<file path="config.mk">
export PLATFORM = sky130hd
export DESIGN_NAME = lbc_corrector
export DESIGN_NICKNAME = d
export VERILOG_FILES = /design/src/rtl/lbc_pkg.sv /design/src/rtl/lbc_ctrl.sv /design/src/rtl/lbc_datapath.sv /design/src/rtl/lbc_corrector.sv
export SDC_FILE = /design/constraint.sdc
export NUM_CORES = 1
export LEC_CHECK = 0
export BUFFER_PORTS_ARGS = -buffer_cell sky130_fd_sc_hd__buf_2
export CAP_MARGIN = 5
export CELL_PAD_IN_SITES_DETAIL_PLACEMENT = 1
export CELL_PAD_IN_SITES_GLOBAL_PLACEMENT = 1
export CORE_UTILIZATION = 38
export DETAILED_ROUTE_END_ITERATION = 7
export GPL_TIMING_DRIVEN = 0
export MAX_ROUTING_LAYER = met4
export PLACE_DENSITY = 0.91
export REMOVE_ABC_BUFFERS = 1
export SLEW_MARGIN = 20
export SYNTH_ARGS = -nofsm -noshare
export SYNTH_HDL_FRONTEND = slang
export SYNTH_SLANG_ARGS = --single-unit
</file>
<file path="constraint.sdc">
create_clock -name clk -period 2.1 [get_ports clk]
set_input_delay 0.525 -clock clk [delete_from_list [all_inputs] [get_ports clk]]
set_output_delay 0.525 -clock clk [all_outputs]
set_load 0.01 [all_outputs]
</file>
<file path="src/rtl/lbc_pkg.sv">
package lbc_pkg;
  localparam int MSG_W  = 3;
  localparam int CODE_W = 6;
  localparam int CHK_W  = CODE_W - MSG_W;

  // Parity rows, index 0 belongs to d1; bit CHK_W-1 feeds c4 / s1.
  localparam logic [CHK_W-1:0] PAR_ROW [MSG_W] = '{3'b101, 3'b011, 3'b110};

  typedef struct packed {
    logic encLoad;
    logic decLoad;
  } strobe_t;

  // XOR of the parity rows selected by the message bits (msb = d1).
  function automatic logic [CHK_W-1:0] checkOf(input logic [MSG_W-1:0] msg);
    logic [CHK_W-1:0] acc;
    acc = '0;
    for (int i = 0; i < MSG_W; i++) begin
      if (msg[MSG_W-1-i]) acc = acc ^ PAR_ROW[i];
    end
    return acc;
  endfunction
endpackage

</file>
<file path="src/rtl/lbc_ctrl.sv">
module lbc_ctrl
  import lbc_pkg::*;
(
  input  logic    clk,
  input  logic    rst,
  input  logic    encValidIn,
  input  logic    decValidIn,
  output strobe_t strobes,
  output logic    encValidOut,
  output logic    decValidOut
);
  always_comb begin
    strobes.encLoad = encValidIn;
    strobes.decLoad = decValidIn;
  end

  always_ff @(posedge clk) begin
    if (rst) begin
      encValidOut <= 1'b0;
      decValidOut <= 1'b0;
    end else begin
      encValidOut <= encValidIn;
      decValidOut <= decValidIn;
    end
  end
endmodule

</file>
<file path="src/rtl/lbc_datapath.sv">
module lbc_datapath
  import lbc_pkg::*;
(
  input  logic              clk,
  input  logic              rst,
  input  strobe_t           strobes,
  input  logic [MSG_W-1:0]  encMsgIn,
  input  logic [CODE_W-1:0] decWordIn,
  output logic [CODE_W-1:0] encCodeOut,
  output logic [CODE_W-1:0] decWordOut,
  output logic [MSG_W-1:0]  decMsgOut,
  output logic              errDetected,
  output logic              errCorrected,
  output logic              errUncorrectable
);
  logic [CODE_W-1:0] encNext;
  logic [CHK_W-1:0]  syndrome;
  logic [CODE_W-1:0] flipVec;
  logic [CODE_W-1:0] fixedWord;
  logic              anyMatch;
  logic              synNonZero;

  assign encNext  = {encMsgIn, checkOf(encMsgIn)};
  assign syndrome = checkOf(decWordIn[CODE_W-1 -: MSG_W]) ^ decWordIn[CHK_W-1:0];

  // One comparator per code position against its parity-check column.
  for (genvar p = 0; p < CODE_W; p++) begin : g_locate
    if (p < MSG_W) begin : g_msgPos
      assign flipVec[CODE_W-1-p] = (syndrome == PAR_ROW[p]);
    end else begin : g_chkPos
      localparam logic [CHK_W-1:0] UNIT = CHK_W'(1) << (CODE_W-1-p);
      assign flipVec[CODE_W-1-p] = (syndrome == UNIT);
    end
  end

  assign anyMatch   = |flipVec;
  assign synNonZero = |syndrome;
  assign fixedWord  = decWordIn ^ flipVec;

  always_ff @(posedge clk) begin
    if (rst) begin
      encCodeOut       <= '0;
      decWordOut       <= '0;
      decMsgOut        <= '0;
      errDetected      <= 1'b0;
      errCorrected     <= 1'b0;
      errUncorrectable <= 1'b0;
    end else begin
      if (strobes.encLoad) encCodeOut <= encNext;
      if (strobes.decLoad) begin
        decWordOut       <= fixedWord;
        decMsgOut        <= fixedWord[CODE_W-1 -: MSG_W];
        errDetected      <= synNonZero;
        errCorrected     <= anyMatch;
        errUncorrectable <= synNonZero && !anyMatch;
      end
    end
  end
endmodule

</file>
<file path="src/rtl/lbc_corrector.sv">
module lbc_corrector
  import lbc_pkg::*;
(
  input  logic              clk,
  input  logic              rst,
  input  logic              encValidIn,
  input  logic [MSG_W-1:0]  encMsgIn,
  output logic              encValidOut,
  output logic [CODE_W-1:0] encCodeOut,
  input  logic              decValidIn,
  input  logic [CODE_W-1:0] decWordIn,
  output logic              decValidOut,
  output logic [CODE_W-1:0] decWordOut,
  output logic [MSG_W-1:0]  decMsgOut,
  output logic              errDetected,
  output logic              errCorrected,
  output logic              errUncorrectable
);
  strobe_t strobes;

  lbc_ctrl u_ctrl (
    .clk(clk), .rst(rst),
    .encValidIn(encValidIn), .decValidIn(decValidIn),
    .strobes(strobes),
    .encValidOut(encValidOut), .decValidOut(decValidOut)
  );

  lbc_datapath u_dp (
    .clk(clk), .rst(rst), .strobes(strobes),
    .encMsgIn(encMsgIn), .decWordIn(decWordIn),
    .encCodeOut(encCodeOut), .decWordOut(decWordOut), .decMsgOut(decMsgOut),
    .errDetected(errDetected), .errCorrected(errCorrected),
    .errUncorrectable(errUncorrectable)
  );
endmodule

</file>
; ---- After elaboration in Yosys (flattened, before gate mapping)
; Cells that the tools add are included.
[word_totals]
regBits = 20
out_inout_bits = 20
wordCells = 30
[classes]
n_eq_ne = 6
n_mux = 6
bitwise = 6
n_reduce_logical = 4
[op_table]
columns = cell, count
row1 = two-way mux 3 bit, 4
row2 = "equality test 3 bit, second input constant", 3
row3 = inverter 2 bit, 4
row4 = "equality test 3 x 2 -> 1 bit, second input constant", 2
row5 = OR reduction 6 bit, 1
row6 = bitwise XOR 6 bit, 1
row7 = two-way mux 2 bit, 2
row8 = "equality test 3 x 1 -> 1 bit, second input constant", 1
row9 = OR reduction 3 bit, 1
row10 = bitwise XOR 3 bit, 1
row11 = logical AND 1 bit, 1
row12 = logical NOT 1 bit, 1

; ---- Logic depth before layout (Yosys ltp)
; Gate-level depths: netlist of the first run.
[depth]
depth_word = 10
ltp_mapped = 7
mapped_depth_nobuf = 5

; ---- Hierarchy
; Synthesis of the first run repeated with hierarchy kept, for this count alone.
[hier_totals]
cells_unflattened = 175
hier_area_um2 = 1316.3
[modules_own_cells]
columns = module, n_inst, cells_per_inst, area_each_um2, seq_area_each_um2
row1 = lbc_datapath, 1, 169, 1248.7, 300.3
row2 = lbc_ctrl, 1, 6, 67.6, 40.0

; ---- Worst setup path before layout of the first run
; No wires, ideal clock.
[synth_path]
path_kind = input port to flip-flop
start = in decWordIn[2]
end = reg u_dp.errDetected
setup_time_ns = 0.129
t_arrival_ns = 1.509
t_required_ns = 1.971
setup_slack_ns = 0.462
stages = 7
n_path_buf = 2
cell_sequence = buf_6 > buf_6 > nor2_1 > a21oi_1 > mux4_2 > mux2i_1 > nor2_1
[synth_between]
elab_chain_cells = 2
[synth_lines]
columns = item, line_no
row1 = "start, declared", lbc_corrector.sv:11  ; input logic [CODE_W-1:0] decWordIn,
row2 = bitwise XOR 3 bit, lbc_datapath.sv:24  ; assign syndrome = checkOf(decWordIn[CODE_W-1 -: MSG_W]) ^ decWordIn[CHK_W-1:0];
row3 = OR reduction 3 bit, lbc_datapath.sv:37  ; assign synNonZero = |syndrome;
row4 = "end signal, assigned", lbc_datapath.sv:53  ; errDetected <= synNonZero;
row5 = "end, declared", lbc_datapath.sv:12  ; output logic errDetected,
; No other way between the ends.
; A chain may end at the register's enable or synchronous reset.

; ---- Worst setup path after layout of the first run
[layout_path]
start = in decWordIn[4]
end = reg u_dp.errCorrected
[layout_between]
elab_chain_cells = 6
word_cells_on_any_way = 11
[layout_lines]
columns = item, line_no
row1 = two-way mux 2 bit (*), lbc_pkg.sv:19  ; if (msg[MSG_W-1-i]) acc = acc ^ PAR_ROW[i];
row2 = inverter 2 bit (no source line), -
row3 = two-way mux 3 bit (*), lbc_pkg.sv:19
row4 = bitwise XOR 3 bit (*), lbc_datapath.sv:24
row5 = "equality test 3 x 1 -> 1 bit, or another cell as far along", lbc_datapath.sv:32  ; assign flipVec[CODE_W-1-p] = (syndrome == UNIT);
row6 = OR reduction 6 bit (*), lbc_datapath.sv:36  ; assign anyMatch = |flipVec;
row7 = "end signal, assigned", lbc_datapath.sv:54  ; errCorrected <= anyMatch;
row8 = "end, declared", lbc_datapath.sv:13  ; output logic errCorrected,
; Mark *: on every way between the ends. The rest lies on a longest branch, timed or not.

==> results.toml, run 1 <==
[route]
drt_wl_total_um = 3412
dr.pass1.iters = 4
antenna_left = 0
drtIter0Drc = 38
num_vias = 1336
wl_per_cell_um = 14.58
viasPerCell = 5.709
drc_errors = 0

[setup_path]
crit_type = "in -> reg"
path_cells = "buf_2, nand2b_1, nand2_1, or3_1, o311ai_1, a21oi_1"
critPathBufInv = 1
regToRegEndpoint = "u_dp.decMsgOut[1]$_SDFFE_PP0P_"
r2r_cells = 2
slowest_delay_ns = 0.37
cp_max_fo = 27
cp_top_family = "simple AND/OR/NAND/NOR gates"
start_kind = "input port"
end_kind = "register"
cp_slowest_cell = "buf_2"
rrSetupSlack_ns = 1.36
worstPathRequired_ns = 2.27
timing.rr.start = "u_dp.decMsgOut[1]$_SDFFE_PP0P_"
arrival_ns = 2.05

[grt]
grt_overflow = 0
grt_pass1_wl_um = 5671
grt_pass1_vias = 1239
track_usage_pct = 20.90
antenna_found_initial = 0
grt_max_degree = 30

[floorplanning]
dieArea_sq_mm = 0.003723
die_w_um = 61.02
start_util_pct = 39.67
core_sq_mm = 0.003337
num_rows = 21
num_io_pins = 33
fp.dieH_um = 61.02

[cts]
holdBufCountCts = 0
cts_buffers = 3
cts_setup_buffers = 0
cts_root_buf = "clkbuf_4"
path_clk_slew_ns = 0.09
cts_resized = 0
clock_tree.buffer_depth = 2
cts.sinks = 17
clock_latency_ns = 0.28
cts_tree = "done"
cts_max_level = 1

[sta]
setup_violations = 0
timing_hold_violations_final = 0
rsz0062_at_grt = "false"
max_freq_mhz = 531.2
slew_headroom_pct = 70.35
slew_viol_final = 0
clock_skew_ns = 0
worstMarginPinSlew_ns = 0.4448
min_period_ns = 1.882
finalCritPeriodShare_pct = 89.64

[layout]
nFillCells = 449
diodes = 0
syn2layout_area_growth_pct = 9.263
fin_util_pct = 43.34
register_area_sq_um = 340.3
nets = 202
multi_input_area_sq_um = 847.1
drive_gt1_share_pct = 20.74

[synthesis]
syn-cell-area_sq_mm = 0.001324
yosysSeqAreaShare_pct = 25.71
synth-edff-count = 0
syn_area_per_cell_sq_um = 7.741
synthArstFlopShare_pct = 0
yosysTopAreaCell = "dfxtp_1"
ys.warnings.count = 0
synth_cell_type_count = 47
ys_seq_elements = 17
ys.flop_type = "dfxtp_1"
synth_top_area_share_pct = 25.71
synth.area.top_cells = "dfxtp_1 26%, nor2_1 6.8%, o21ai_0 4.5%"
synth_cells = 171

[hold_path]
hold_class = "reg -> reg"
min_path_cells = 2
hold_path_end = "u_dp.decWordOut[0]$_SDFFE_PP0P_"
holdCritStartpoint = "u_dp.decWordOut[0]$_SDFFE_PP0P_"

[placed_design]
gp_congestion = 0.7685
place_hpwl_um = 2462
io_buffers = 32

[power]
leakage_nw = 0.6100
power_uw = 764.6
power-per-cell-area_mw_per_mm2 = 528.6
ir_drop_uv = 160.4

[job]
max-cap-violations = 0

[run_status]
status = "complete, no violations"
## cells by family after synthesis
logic type / Yosys count / synth area share, %
xor gates and xnor gates: 5 / 3.308
and+or+nand+nor: 58 / 21.74
buffers and inverters: 23 / 10.30
DFF: 17 / 25.71
muxes: 6 / 6.427
AOI/OAI and AO/OA: 62 / 32.51
## Yosys cell counts (3+ instances only)
master / count
a211oi_1: 7
a21oi_1: 11
a22oi_1: 3
and2b_1: 3
buf_2: 7
buf_4: 5
buf_6: 3
clkbuf_1: 3
dfxtp_1: 17
inv_1: 3
mux2i_1: 4
nand2_1: 11
nand2b_1: 5
nor2_1: 24
nor2b_1: 6
o211ai_1: 3
o21ai_0: 12
o221ai_1: 3
o22ai_1: 3
or3_1: 3
xnor2_1: 4
## routing by layer
layer	global-route usage (%)	part of all wire (%)	up-vias
li1	-	-	667
met1	26.74	46	631
met2	34.32	48	34
met3	1.681	4.6	4
met4	7.792	1.2	0
met5	-	0	-
## cells in the final DEF, fill, tap and decap left out, types with 4 or more instances in the layout
| cell | Yosys | layout |
|---|---|---|
| o21ai_0 | 12 | 12 |
| nor2_1 | 24 | 24 |
| nor2b_1 | 6 | 6 |
| nand2b_1 | 5 | 5 |
| a21oi_1 | 11 | 11 |
| xnor2_1 | 4 | 4 |
| buf_2 | 7 | 32 |
| dfxtp_1 | 17 | 17 |
| a211oi_1 | 7 | 7 |
| nand2_1 | 11 | 11 |
| mux2i_1 | 4 | 4 |
## worst register-to-register path: cells and delay by family (launching register included)
kind	cells	cell delay (ns)
AND/OR/NAND/NOR	2	0.29
flip-flops	1	0.36
## how the worst max path moves through the flow
stage,startpoint,slack (ns),depth (start not counted),endpoint
after global placement,decWordIn[5],-0.07,5,u_dp.decWordOut[2]$_SDFFE_PP0P_
after global routing,decWordIn[5],0.11,5,u_dp.decWordOut[2]$_SDFFE_PP0P_
after CTS,decWordIn[5],0.21,5,u_dp.decWordOut[2]$_SDFFE_PP0P_
after detailed placement,decWordIn[5],-0.09,5,u_dp.decWordOut[2]$_SDFFE_PP0P_
after floorplan,decWordIn[4],0.51,4,u_dp.errUncorrectable$_SDFFE_PP0P_
final,decWordIn[4],0.22,6,u_dp.errCorrected$_SDFFE_PP0P_
## final cells by class
type | instances | share of cell area [%]
Multi-Input combinational cell | 131 | 58.56
Sequential cell | 17 | 23.53
Timing Repair Buffer | 32 | 11.07
Tap cell | 46 | 3.979
Clock buffer | 4 | 1.817
Inverter | 4 | 1.038
## state kept, by name, summed over array words and instances (netlist names)
register               flops
u_ctrl.decValidOut         1
u_dp.errCorrected          1
u_ctrl.encValidOut         1
u_dp.errUncorrectable      1
u_dp.encCodeOut            6
u_dp.decMsgOut             3
u_dp.errDetected           1
u_dp.decWordOut            3
## where the power goes
part / internal, mW / switching [mW]
Sequential: 0.346 / 0.0116
Combinational: 0.0959 / 0.144
Clock: 0.0739 / 0.0934
Total: 0.516 / 0.249
## per-stage QoR
stage	instance area [sq um]	TNS (ns)	std cells	hold slack [ns]	setup WS [ns]
floorplan	1202	0	152	0.4830	0.5108
global route	1446	0	234	0.4947	0.1084
detailed placement	1420	-0.1575	230	0.4530	-0.09144
finish	1446	0	234	0.4649	0.2175
global placement	1420	-0.07303	230	0.4423	-0.06878
CTS	1446	0	234	0.4730	0.2136
(Power assumes the default switching activity.)
==> run 2, diff against run 1 <==
ABC_AREA = 1   (was not set)
CORE_UTILIZATION = 33   (was 38)
PLACE_DENSITY = 0.89   (was 0.91)
==> run 2 against run 1 <==
Effect of this change:
- area after synthesis decreased by 26%
- setup slack improved by 0.56 ns
- register-to-register slack improved by 0.06 ns
- sequential share of layout area increased by 5.9 points
- clock skew unchanged
- sequential power about the same
- critical path depth decreased by 5
- design area decreased by 20%
- die area decreased by 15%
- combinational power decreased by 21%
- wire length decreased by 27%
==> results.toml, run 2 <==
[synthesis]
yosys.area_share.simple_pct = 46.54
yosysTopAreaCell = "dfxtp_1"
syn-cell-area_sq_um = 975.9
synth-edff-count = 0
syn_area_per_cell_sq_um = 6.594
yosys-top-cells-count = "49 x nand2_1, 18 x nand3_1, 17 x dfxtp_1, 12 x nor2_1, 11 x inv_1"
synth-adder-area-share_pct = 0
yosysSeqAreaShare_pct = 34.87
synth_compound_area_share_pct = 7.949
yosys.area_share.xor_xnor_pct = 0
synth_top_area_share_pct = 34.87
synth_top_family_by_area = "simple AND/OR/NAND/NOR gates"
synth_cells = 148
ys.warnings.count = 0
yosys-mux-area-fraction_pct = 0
ys.flop_type = "dfxtp_1"
synth_cell_type_count = 20
synth.area.top_cells = "dfxtp_1 35%, nand2_1 19%, nand3_1 9.2%"
synthArstFlopShare_pct = 0
synthMostInstantiatedCell = "nand2_1"
ys_seq_elements = 17

[setup_path]
cp_slowest_cell = "dfxtp_1"
arrival_ns = 0.80
worstPathRequired_ns = 1.57
critPathBufInv = 1
end_kind = "output pin"
cp_top_family = "flip-flops"
cp_max_fo = 3
start_kind = "register"
crit_type = "reg -> out"
slowest_delay_ns = 0.37
path_cells = "buf_2"

[floorplanning]
num_rows = 19
core_sq_mm = 0.002781
fp.dieH_um = 56.38
dieArea_sq_mm = 0.003179
die_w_um = 56.38
start_util_pct = 35.09
num_io_pins = 33

[route]
drc_errors = 0
drtIter0Drc = 47
viasPerCell = 5.029
wl_per_cell_um = 12.01
dr.pass1.iters = 4
drt_wl_total_um = 2498
num_vias = 1046
antenna_left = 0

[placed_design]
gp_congestion = 0.8653
place_hpwl_um = 2035
placed_cells = 204
postPlaceCellArea_sq_mm = 0.001130
dp_slack_ns = 0.5436
io_buffers = 32

[grt]
antenna_found_initial = 0
grt_pass1_wl_um = 4388
grt_overflow = 0
grt_max_degree = 17
track_usage_pct = 17.77
grt_pass1_vias = 1038

[cts]
clock_latency_ns = 0.28
path_clk_slew_ns = 0.09
clock_tree.buffer_depth = 2
cts_max_level = 1
cts_tree = "done"
holdBufCountCts = 0
cts_root_buf = "clkbuf_4"
cts.sinks = 17
cts_resized = 0
cts_buffers = 3
cts_setup_buffers = 0

[sta]
worstMarginPinSlew_ns = 0.2855
clock_skew_ns = 0
setup_violations = 0
min_period_ns = 1.323
max_freq_mhz = 755.7
slew_headroom_pct = 80.97
slew_viol_final = 0
finalSetupTns_ns = 0
finalCritPeriodShare_pct = 63.01
setup_ws_ns = 0.7767
timing_hold_violations_final = 0
rsz0062_at_grt = "false"

[power]
leakage_nw = 0.6378
power-per-cell-area_mw_per_mm2 = 622.6
ir_drop_uv = 337.0

[layout]
fin_cells = 208
drive_gt1_share_pct = 30.51
nFillCells = 377
syn2layout_area_growth_pct = 18.59
diodes = 0
final_cell_area_sq_mm = 0.001157
largest-register = "u_dp.encCodeOut"
nets = 191
layout_commonest_cell = "nand2_1"
final_cell_mix = "49 x nand2_1, 32 x buf_2, 18 x nand3_1"
largest_reg_flops = 6
reg_top3 = "u_dp.encCodeOut x6, u_dp.decMsgOut x3, u_dp.decWordOut x3"

[run_status]
status = "complete, no violations"

[hold_path]
hold_class = "reg -> reg"

[job]
max-cap-violations = 0
==> run 2: logic make-up (layout without fill, tap and decap cells) <==
family,Yosys count,count (layout)
and+or+nand+nor,96,96
buffers and inverters,22,51
DFF,17,17
AOI/OAI and AO/OA,13,13
==> run 2: area by class of cell <==
class / instances / area [sq um] / area share [%]
clock buffers: 3 / 22.52 / 1.946
clock inverters: 1 / 5.005 / 0.4324
inverters: 15 / 58.81 / 5.081
multi-input cells: 109 / 531.8 / 45.95
flip-flops and latches: 17 / 340.3 / 29.41
well taps: 31 / 38.79 / 3.351
repair buffers: 32 / 160.2 / 13.84
==> run 2: worst paths after layout <==
path | cells past startpoint | to | slack [ns] | start
worst min register to register | 2 | u_dp.encCodeOut[3]$_SDFFE_PP0P_ | 0.47 | u_dp.encCodeOut[3]$_SDFFE_PP0P_
worst max register to register | 4 | u_dp.encCodeOut[2]$_SDFFE_PP0P_ | 1.42 | u_dp.encCodeOut[2]$_SDFFE_PP0P_
worst min-delay path | 2 | u_dp.encCodeOut[3]$_SDFFE_PP0P_ | 0.47 | u_dp.encCodeOut[3]$_SDFFE_PP0P_
worst max-delay path | 1 | decWordOut[3] | 0.78 | u_dp.decMsgOut[0]$_SDFFE_PP0P_
==> run 2: where the power goes <==
| part | leakage [nW] | switching [mW] | internal (mW) | total [mW] |
|---|---|---|---|---|
| Sequential | 0.141 | 0.0108 | 0.345 | 0.356 |
| Clock | 0.0177 | 0.104 | 0.0707 | 0.174 |
| Combinational | 0.479 | 0.122 | 0.0681 | 0.190 |
==> run 2: through the flow <==
step | util, % | hold slack (ns) | power, mW
3_3_place_gp | 40.62 | 0.4479 | 0.5441
5_1_grt | 41.61 | 0.4856 | 0.7724
4_1_cts | 41.61 | 0.4660 | 0.7338
6_report | 41.61 | 0.4672 | 0.7206
2_1_floorplan | - | 0.4785 | 0.4776
3_5_place_dp | 40.62 | 0.4506 | 0.5560
==> run 2: per-layer routing <==
metal / track usage (%) / routed length, um
met3: 2.765 / 89
met4: 7.666 / 14
met2: 30.61 / 1295
met5: - / 0
met1: 20.40 / 1098
